`src/rtl/uart_tx_pkg.sv`:
```
package uart_tx_pkg;
    localparam int OS_RATE  = 16;
    localparam int PAR_NONE = 0;
    localparam int PAR_EVEN = 1;
    localparam int PAR_ODD  = 2;

    typedef enum logic [2:0] {
        ST_IDLE,
        ST_START,
        ST_DATA,
        ST_PARITY,
        ST_STOP
    } tx_state_t;
endpackage

```
`src/rtl/uart_baud_div.sv`:
```
module uart_baud_div #(
    parameter int DIVISOR = 326,
    parameter int DIV_W   = 9
) (
    input  logic clk,
    input  logic rst,
    output logic tick
);
    localparam logic [DIV_W-1:0] LAST = DIV_W'(DIVISOR - 1);

    logic [DIV_W-1:0] cnt;

    always_ff @(posedge clk) begin
        if (rst) begin
            cnt <= '0;
        end else if (cnt == LAST) begin
            cnt <= '0;
        end else begin
            cnt <= cnt + 1'b1;
        end
    end

    assign tick = (cnt == LAST);
endmodule

```
`src/rtl/uart_tx_fsm.sv`:
```
module uart_tx_fsm
    import uart_tx_pkg::*;
#(
    parameter int DATA_BITS  = 8,
    parameter int PARITY     = PAR_NONE,
    parameter int STOP_TICKS = 16
) (
    input  logic                 clk,
    input  logic                 rst,
    input  logic                 tick,
    input  logic [DATA_BITS-1:0] din,
    input  logic                 fifo_nempty,
    output logic                 fifo_pop,
    output logic                 tx,
    output logic                 tx_done
);
    localparam int  TMAX    = (STOP_TICKS > OS_RATE) ? STOP_TICKS : OS_RATE;
    localparam int  TW      = $clog2(TMAX);
    localparam int  BW      = $clog2(DATA_BITS);
    localparam bit  HAS_PAR = (PARITY != PAR_NONE);
    localparam logic [TW-1:0] BIT_LAST  = TW'(OS_RATE - 1);
    localparam logic [TW-1:0] STOP_LAST = TW'(STOP_TICKS - 1);
    localparam logic [BW-1:0] DATA_LAST = BW'(DATA_BITS - 1);

    tx_state_t            state;
    logic [TW-1:0]        tcnt;
    logic [BW-1:0]        bcnt;
    logic [DATA_BITS-1:0] sreg;
    logic                 pbit;
    logic                 bit_end;
    logic                 stop_end;
    logic                 load;

    function automatic logic parity_of(input logic [DATA_BITS-1:0] d);
        if (PARITY == PAR_EVEN) return ^d;
        if (PARITY == PAR_ODD)  return ~^d;
        return 1'b0;
    endfunction

    assign bit_end  = tick && (tcnt == BIT_LAST);
    assign stop_end = tick && (tcnt == STOP_LAST) && (state == ST_STOP);
    assign load     = tick && fifo_nempty &&
                      ((state == ST_IDLE) || ((state == ST_STOP) && (tcnt == STOP_LAST)));

    // state register and frame datapath
    always_ff @(posedge clk) begin
        if (rst) begin
            state <= ST_IDLE;
            tcnt  <= '0;
            bcnt  <= '0;
            sreg  <= '0;
            pbit  <= 1'b0;
        end else begin
            if (load) begin
                sreg <= din;
                pbit <= parity_of(din);
            end
            if (tick) begin
                unique case (state)
                    ST_IDLE: begin
                        tcnt <= '0;
                        if (fifo_nempty) state <= ST_START;
                    end
                    ST_START: begin
                        if (bit_end) begin
                            tcnt  <= '0;
                            bcnt  <= '0;
                            state <= ST_DATA;
                        end else begin
                            tcnt <= tcnt + 1'b1;
                        end
                    end
                    ST_DATA: begin
                        if (bit_end) begin
                            tcnt <= '0;
                            sreg <= sreg >> 1;
                            if (bcnt == DATA_LAST) begin
                                state <= HAS_PAR ? ST_PARITY : ST_STOP;
                            end else begin
                                bcnt <= bcnt + 1'b1;
                            end
                        end else begin
                            tcnt <= tcnt + 1'b1;
                        end
                    end
                    ST_PARITY: begin
                        if (bit_end) begin
                            tcnt  <= '0;
                            state <= ST_STOP;
                        end else begin
                            tcnt <= tcnt + 1'b1;
                        end
                    end
                    ST_STOP: begin
                        if (tcnt == STOP_LAST) begin
                            tcnt  <= '0;
                            state <= fifo_nempty ? ST_START : ST_IDLE;
                        end else begin
                            tcnt <= tcnt + 1'b1;
                        end
                    end
                    default: state <= ST_IDLE;
                endcase
            end
        end
    end

    // outputs
    always_comb begin
        fifo_pop = load;
        tx_done  = stop_end;
        unique case (state)
            ST_IDLE:   tx = 1'b1;
            ST_START:  tx = 1'b0;
            ST_DATA:   tx = sreg[0];
            ST_PARITY: tx = pbit;
            ST_STOP:   tx = 1'b1;
            default:   tx = 1'b1;
        endcase
    end
endmodule

```
`src/rtl/uart_tx_framer.sv`:
```
module uart_tx_framer
    import uart_tx_pkg::*;
#(
    parameter int DATA_BITS  = 8,
    parameter int PARITY     = PAR_NONE,
    parameter int STOP_TICKS = 16,
    parameter int DIVISOR    = 326,
    parameter int DIV_W      = 9
) (
    input  logic                 clk,
    input  logic                 rst,
    input  logic [DATA_BITS-1:0] din,
    input  logic                 fifo_nempty,
    output logic                 fifo_pop,
    output logic                 tx,
    output logic                 tx_done
);
    logic os_tick;

    uart_baud_div #(
        .DIVISOR(DIVISOR),
        .DIV_W  (DIV_W)
    ) u_div (
        .clk (clk),
        .rst (rst),
        .tick(os_tick)
    );

    uart_tx_fsm #(
        .DATA_BITS (DATA_BITS),
        .PARITY    (PARITY),
        .STOP_TICKS(STOP_TICKS)
    ) u_fsm (
        .clk        (clk),
        .rst        (rst),
        .tick       (os_tick),
        .din        (din),
        .fifo_nempty(fifo_nempty),
        .fifo_pop   (fifo_pop),
        .tx         (tx),
        .tx_done    (tx_done)
    );
endmodule

```
`config.mk`:
```
export PLATFORM = sky130hd
export DESIGN_NAME = uart_tx_framer
export DESIGN_NICKNAME = d
export VERILOG_FILES = /design/src/rtl/uart_tx_pkg.sv /design/src/rtl/uart_baud_div.sv /design/src/rtl/uart_tx_fsm.sv /design/src/rtl/uart_tx_framer.sv
export SDC_FILE = /design/constraint.sdc
export NUM_CORES = 1
export LEC_CHECK = 0
export ABC_AREA = 1
export ABC_CLOCK_PERIOD_IN_PS = 1700
export BUFFER_PORTS_ARGS = -buffer_cell sky130_fd_sc_hd__buf_4
export CORE_ASPECT_RATIO = 0.5
export CORE_MARGIN = 2
export CORE_UTILIZATION = 56
export DETAILED_ROUTE_END_ITERATION = 12
export GPL_TIMING_DRIVEN = 0
export PLACE_DENSITY = 0.83
export RECOVER_POWER = 25
export SLEW_MARGIN = 20
export SYNTH_ARGS = -nofsm -noshare
export SYNTH_HDL_FRONTEND = slang
export SYNTH_SLANG_ARGS = --single-unit
```
`constraint.sdc`:
```
create_clock -name clk -period 1.7 [get_ports clk]
set_input_delay 0.085 -clock clk [delete_from_list [all_inputs] [get_ports clk]]
set_output_delay 0.085 -clock clk [all_outputs]
set_load 0.005 [all_outputs]
```
==> metrics.txt <==
Pre-Repair DR Iteration Count=4; via/cell ratio=5.09; via count of the first global-routing pass=1202; clock tree from TritonCTS=built; clock insertion delay at the later pin of the skew report=0.28 ns; max capacitance violation total=0; leading cell types by total area after synthesis=sky130_fd_sc_hd__dfxtp_1 (35%), sky130_fd_sc_hd__nand2_1 (14%), sky130_fd_sc_hd__nand3_1 (10%); share of the core filled with cells=69.6%; global-route wire length before repair=5200 um; overall power after layout=1.09 mW; post-route antenna net violation count=0; number of cells on the worst reg-to-reg path=12; antenna fix cells=0; total met3 wirelength after detailed routing=153 um; number of standard cells after synthesis=236; outcome=finished, final reports clean; Slew HR=69.3%; Yosys warnings=0; Die Wd=77.9 um; DRC errors left=0; combined global-route utilization of all metal layers=21.7%; placeable core region=2590 um2; Routability Congestion=0.877; final hold viol count=0; Net Sw Frac=23.6%; number of standard-cell rows in the floorplan=13; clock share of power=35.1%; setup violation total in the final timing report=0; H-tree levels=1; Synth top area share=35.4%; pins over their slew limit=0; number of nets produced by synthesis=252; buffer levels on the longest clock path=2; pin count of the biggest net entering global routing=17; switching power of the nets=257 uW; Die H=41.0 um; fill count=213; global-route congestion overflow total=0; number of distinct library cell variants in the gate-level netlist after synthesis=23; sum of net half-perimeters after detailed placement=2390 um; total routed wire length on the met1 layer=1590 um; P per Cell Area=606 nW/um2; highest metal layer used by the detailed router=met4; actual transition at the worst max-transition pin=0.460 ns; post-synthesis register bit count=27; sink count of the clock tree=27; synthesized area=1530 um2; count of input and output buffers=13; Net count, final=272; Clock Skew=0.00454 ns; required time of the critical path=1.89 ns; fraction of final layout cells sized beyond drive strength 1=15.7%; leakage component of the power=0.818 nW; clock root buffer=sky130_fd_sc_hd__clkbuf_8; Max Clock Freq=629 MHz; post-route setup slack=0.109 ns; Top-Level Pins=14; proportion of power drawn by combinational gates=5.7%; arrival time at the worst endpoint=1.78 ns; maximum fanout along the worst path=10; routed length per placed instance=11.5 um; wire length on met2=1580 um; sequential element share of the synthesized area=35.4%; Total Die Area=3190 um2; startpoint class of the critical path=flip-flop; WS Path Type=flip-flop to flip-flop; post-placement worst setup slack=0.0242 ns; Iter 0 DRT Violations=119; wire length reported by the detailed router=3370 um; shortest period the worst path allows=1.59 ns; via count=1486; sequential fraction of design power=59.2%; cell-internal power=833 uW; number of antenna violations at the first check in global routing=0; clock-pin slew on the worst setup and hold paths=0.10 ns; class of the tightest hold or removal check=input port to flip-flop; biggest area consumer among synthesized cells=sky130_fd_sc_hd__dfxtp_1; Setup crit end kind=flip-flop; cell depth of the worst min-delay path=2; clock buffer count from CTS=3; starting density of the core=59.1%; average footprint of a synthesized cell=6.48 um2; layout overhead on the synthesized area=17.8%; final cycle utilization of the critical path=93.6%; Hold Worst Slack=0.0166 ns; Worst VDD drop=0.000439 V
cells in the final DEF (no fill, tap or decap):
| master | netlist | routed |
|---|---|---|
| sky130_fd_sc_hd__o21ai_1 | 1 | 1 |
| sky130_fd_sc_hd__inv_2 | 1 | 2 |
| sky130_fd_sc_hd__buf_4 | 0 | 15 |
| sky130_fd_sc_hd__nand3_1 | 31 | 30 |
| sky130_fd_sc_hd__xor2_1 | 1 | 1 |
| sky130_fd_sc_hd__nor2_2 | 1 | 1 |
| sky130_fd_sc_hd__a21oi_1 | 16 | 15 |
| sky130_fd_sc_hd__o21ai_0 | 10 | 10 |
| sky130_fd_sc_hd__inv_1 | 41 | 40 |
| sky130_fd_sc_hd__o21bai_1 | 2 | 2 |
| sky130_fd_sc_hd__nand2_2 | 0 | 2 |
| sky130_fd_sc_hd__a21oi_2 | 0 | 1 |
| sky130_fd_sc_hd__nand3_2 | 2 | 1 |
| sky130_fd_sc_hd__nand3_4 | 0 | 2 |
| sky130_fd_sc_hd__buf_2 | 1 | 1 |
| sky130_fd_sc_hd__nand4_1 | 4 | 4 |
| sky130_fd_sc_hd__clkbuf_8 | 0 | 3 |
| sky130_fd_sc_hd__nor3_1 | 3 | 3 |
| sky130_fd_sc_hd__or2_2 | 1 | 1 |
| sky130_fd_sc_hd__nand3b_1 | 2 | 2 |
| sky130_fd_sc_hd__nor2_4 | 3 | 7 |
| sky130_fd_sc_hd__nor2_1 | 24 | 20 |
| sky130_fd_sc_hd__ha_1 | 5 | 5 |
| sky130_fd_sc_hd__nand2_1 | 57 | 55 |
| sky130_fd_sc_hd__clkinvlp_4 | 0 | 1 |
| sky130_fd_sc_hd__buf_6 | 1 | 1 |
| sky130_fd_sc_hd__dfxtp_2 | 0 | 1 |
| sky130_fd_sc_hd__clkbuf_1 | 1 | 1 |
| sky130_fd_sc_hd__dfxtp_1 | 27 | 25 |
| sky130_fd_sc_hd__dfxtp_4 | 0 | 1 |
| sky130_fd_sc_hd__xnor2_1 | 1 | 1 |
worst max-delay path, stage by stage, from the launching register on:
cell and delay [ns]:
sky130_fd_sc_hd__dfxtp_2 0.35, sky130_fd_sc_hd__inv_1 0.05, sky130_fd_sc_hd__ha_1 0.18, sky130_fd_sc_hd__nand2_2 0.08, sky130_fd_sc_hd__nor2_4 0.20, sky130_fd_sc_hd__nand3_4 0.13, sky130_fd_sc_hd__nor2_4 0.12, sky130_fd_sc_hd__buf_6 0.15
sky130_fd_sc_hd__nand2_1 0.05, sky130_fd_sc_hd__nand2_1 0.06, sky130_fd_sc_hd__inv_1 0.04, sky130_fd_sc_hd__nand2_1 0.05, sky130_fd_sc_hd__inv_1 0.03
through the flow:
step / instance area, um2 / TNS [ns] / std cells
after CTS: 1740 / 0 / 290
final: 1800 / 0 / 292
after floorplan: 1530 / 0 / 236
after global placement: 1670 / 0 / 286
after detailed placement: 1670 / 0 / 286
after global routing: 1800 / -0.0156 / 292
layout make-up:
class / count / area (um2) / area share (%)
multi-input cells: 164 / 870 / 48.3
inverters: 42 / 158 / 8.76
clock buffers: 3 / 41.3 / 2.29
plain buffers: 3 / 20.0 / 1.11
clock inverters: 1 / 7.51 / 0.417
flip-flops and latches: 27 / 546 / 30.3
repair buffers: 15 / 113 / 6.25
well taps: 37 / 46.3 / 2.57
synthesized netlist by cell type:
library cell                n
sky130_fd_sc_hd__nand2_1   57
sky130_fd_sc_hd__inv_1     41
sky130_fd_sc_hd__nand3_1   31
sky130_fd_sc_hd__dfxtp_1   27
sky130_fd_sc_hd__nor2_1    24
sky130_fd_sc_hd__a21oi_1   16
sky130_fd_sc_hd__o21ai_0   10
sky130_fd_sc_hd__ha_1       5
sky130_fd_sc_hd__nand4_1    4
sky130_fd_sc_hd__nor2_4     3
sky130_fd_sc_hd__nor3_1     3
sky130_fd_sc_hd__nand3_2    2
sky130_fd_sc_hd__nand3b_1   2
sky130_fd_sc_hd__o21bai_1   2
sky130_fd_sc_hd__buf_2      1
sky130_fd_sc_hd__buf_6      1
sky130_fd_sc_hd__clkbuf_1   1
sky130_fd_sc_hd__inv_2      1
sky130_fd_sc_hd__nor2_2     1
sky130_fd_sc_hd__o21ai_1    1
sky130_fd_sc_hd__or2_2      1
sky130_fd_sc_hd__xnor2_1    1
sky130_fd_sc_hd__xor2_1     1
what timing repair did:
action / CTS / global route
resized for setup: 4 / 15
setup buffers: 0 / 2
endpoints found under the setup margin: 1 / 17
pin swaps: 0 / 3
hold buffers: 0 / 0
registers in the layout, indices dropped and copies added, names as in the netlist:
name	count
u_div.cnt	9
u_fsm.state	3
u_fsm.sreg	8
u_fsm.tcnt	4
u_fsm.bcnt	3
final timing paths:
| path | from | end | slack (ns) |
|---|---|---|---|
| max | u_div.cnt[1] | u_fsm.sreg[6] | 0.11 |
| min | rst | u_fsm.tcnt[1] | 0.02 |
| max reg2reg | u_div.cnt[1] | u_fsm.sreg[6] | 0.11 |
| min reg2reg | u_div.cnt[0] | u_div.cnt[0] | 0.45 |
cell families (layout without fill, tap and decap cells):
family | count (synthesis) | count (layout) | synth area share (%)
compound gates | 29 | 29 | 9.82
flops | 27 | 27 | 35.4
xor+xnor | 2 | 2 | 1.15
buf+inv | 45 | 64 | 11.6
simple gates | 128 | 128 | 38.0
fa+ha+maj | 5 | 5 | 4.09
routing by layer:
metal  global-route usage, %  up-vias
met3                    5.51        6
li1                        -      790
met5                       0        -
met1                    25.9      657
met2                    41.2       33
met4                    6.58        0
power groups by stage:
stage          Clock (mW)  Combinational (mW)  Sequential, mW
2_1_floorplan           0              0.0300           0.658
3_3_place_gp            0              0.0570           0.659
3_5_place_dp            0              0.0587           0.660
4_1_cts             0.396              0.0599           0.646
5_1_grt             0.412              0.0702           0.647
6_report            0.383              0.0623           0.645
Power figures use the tool's default switching activity.
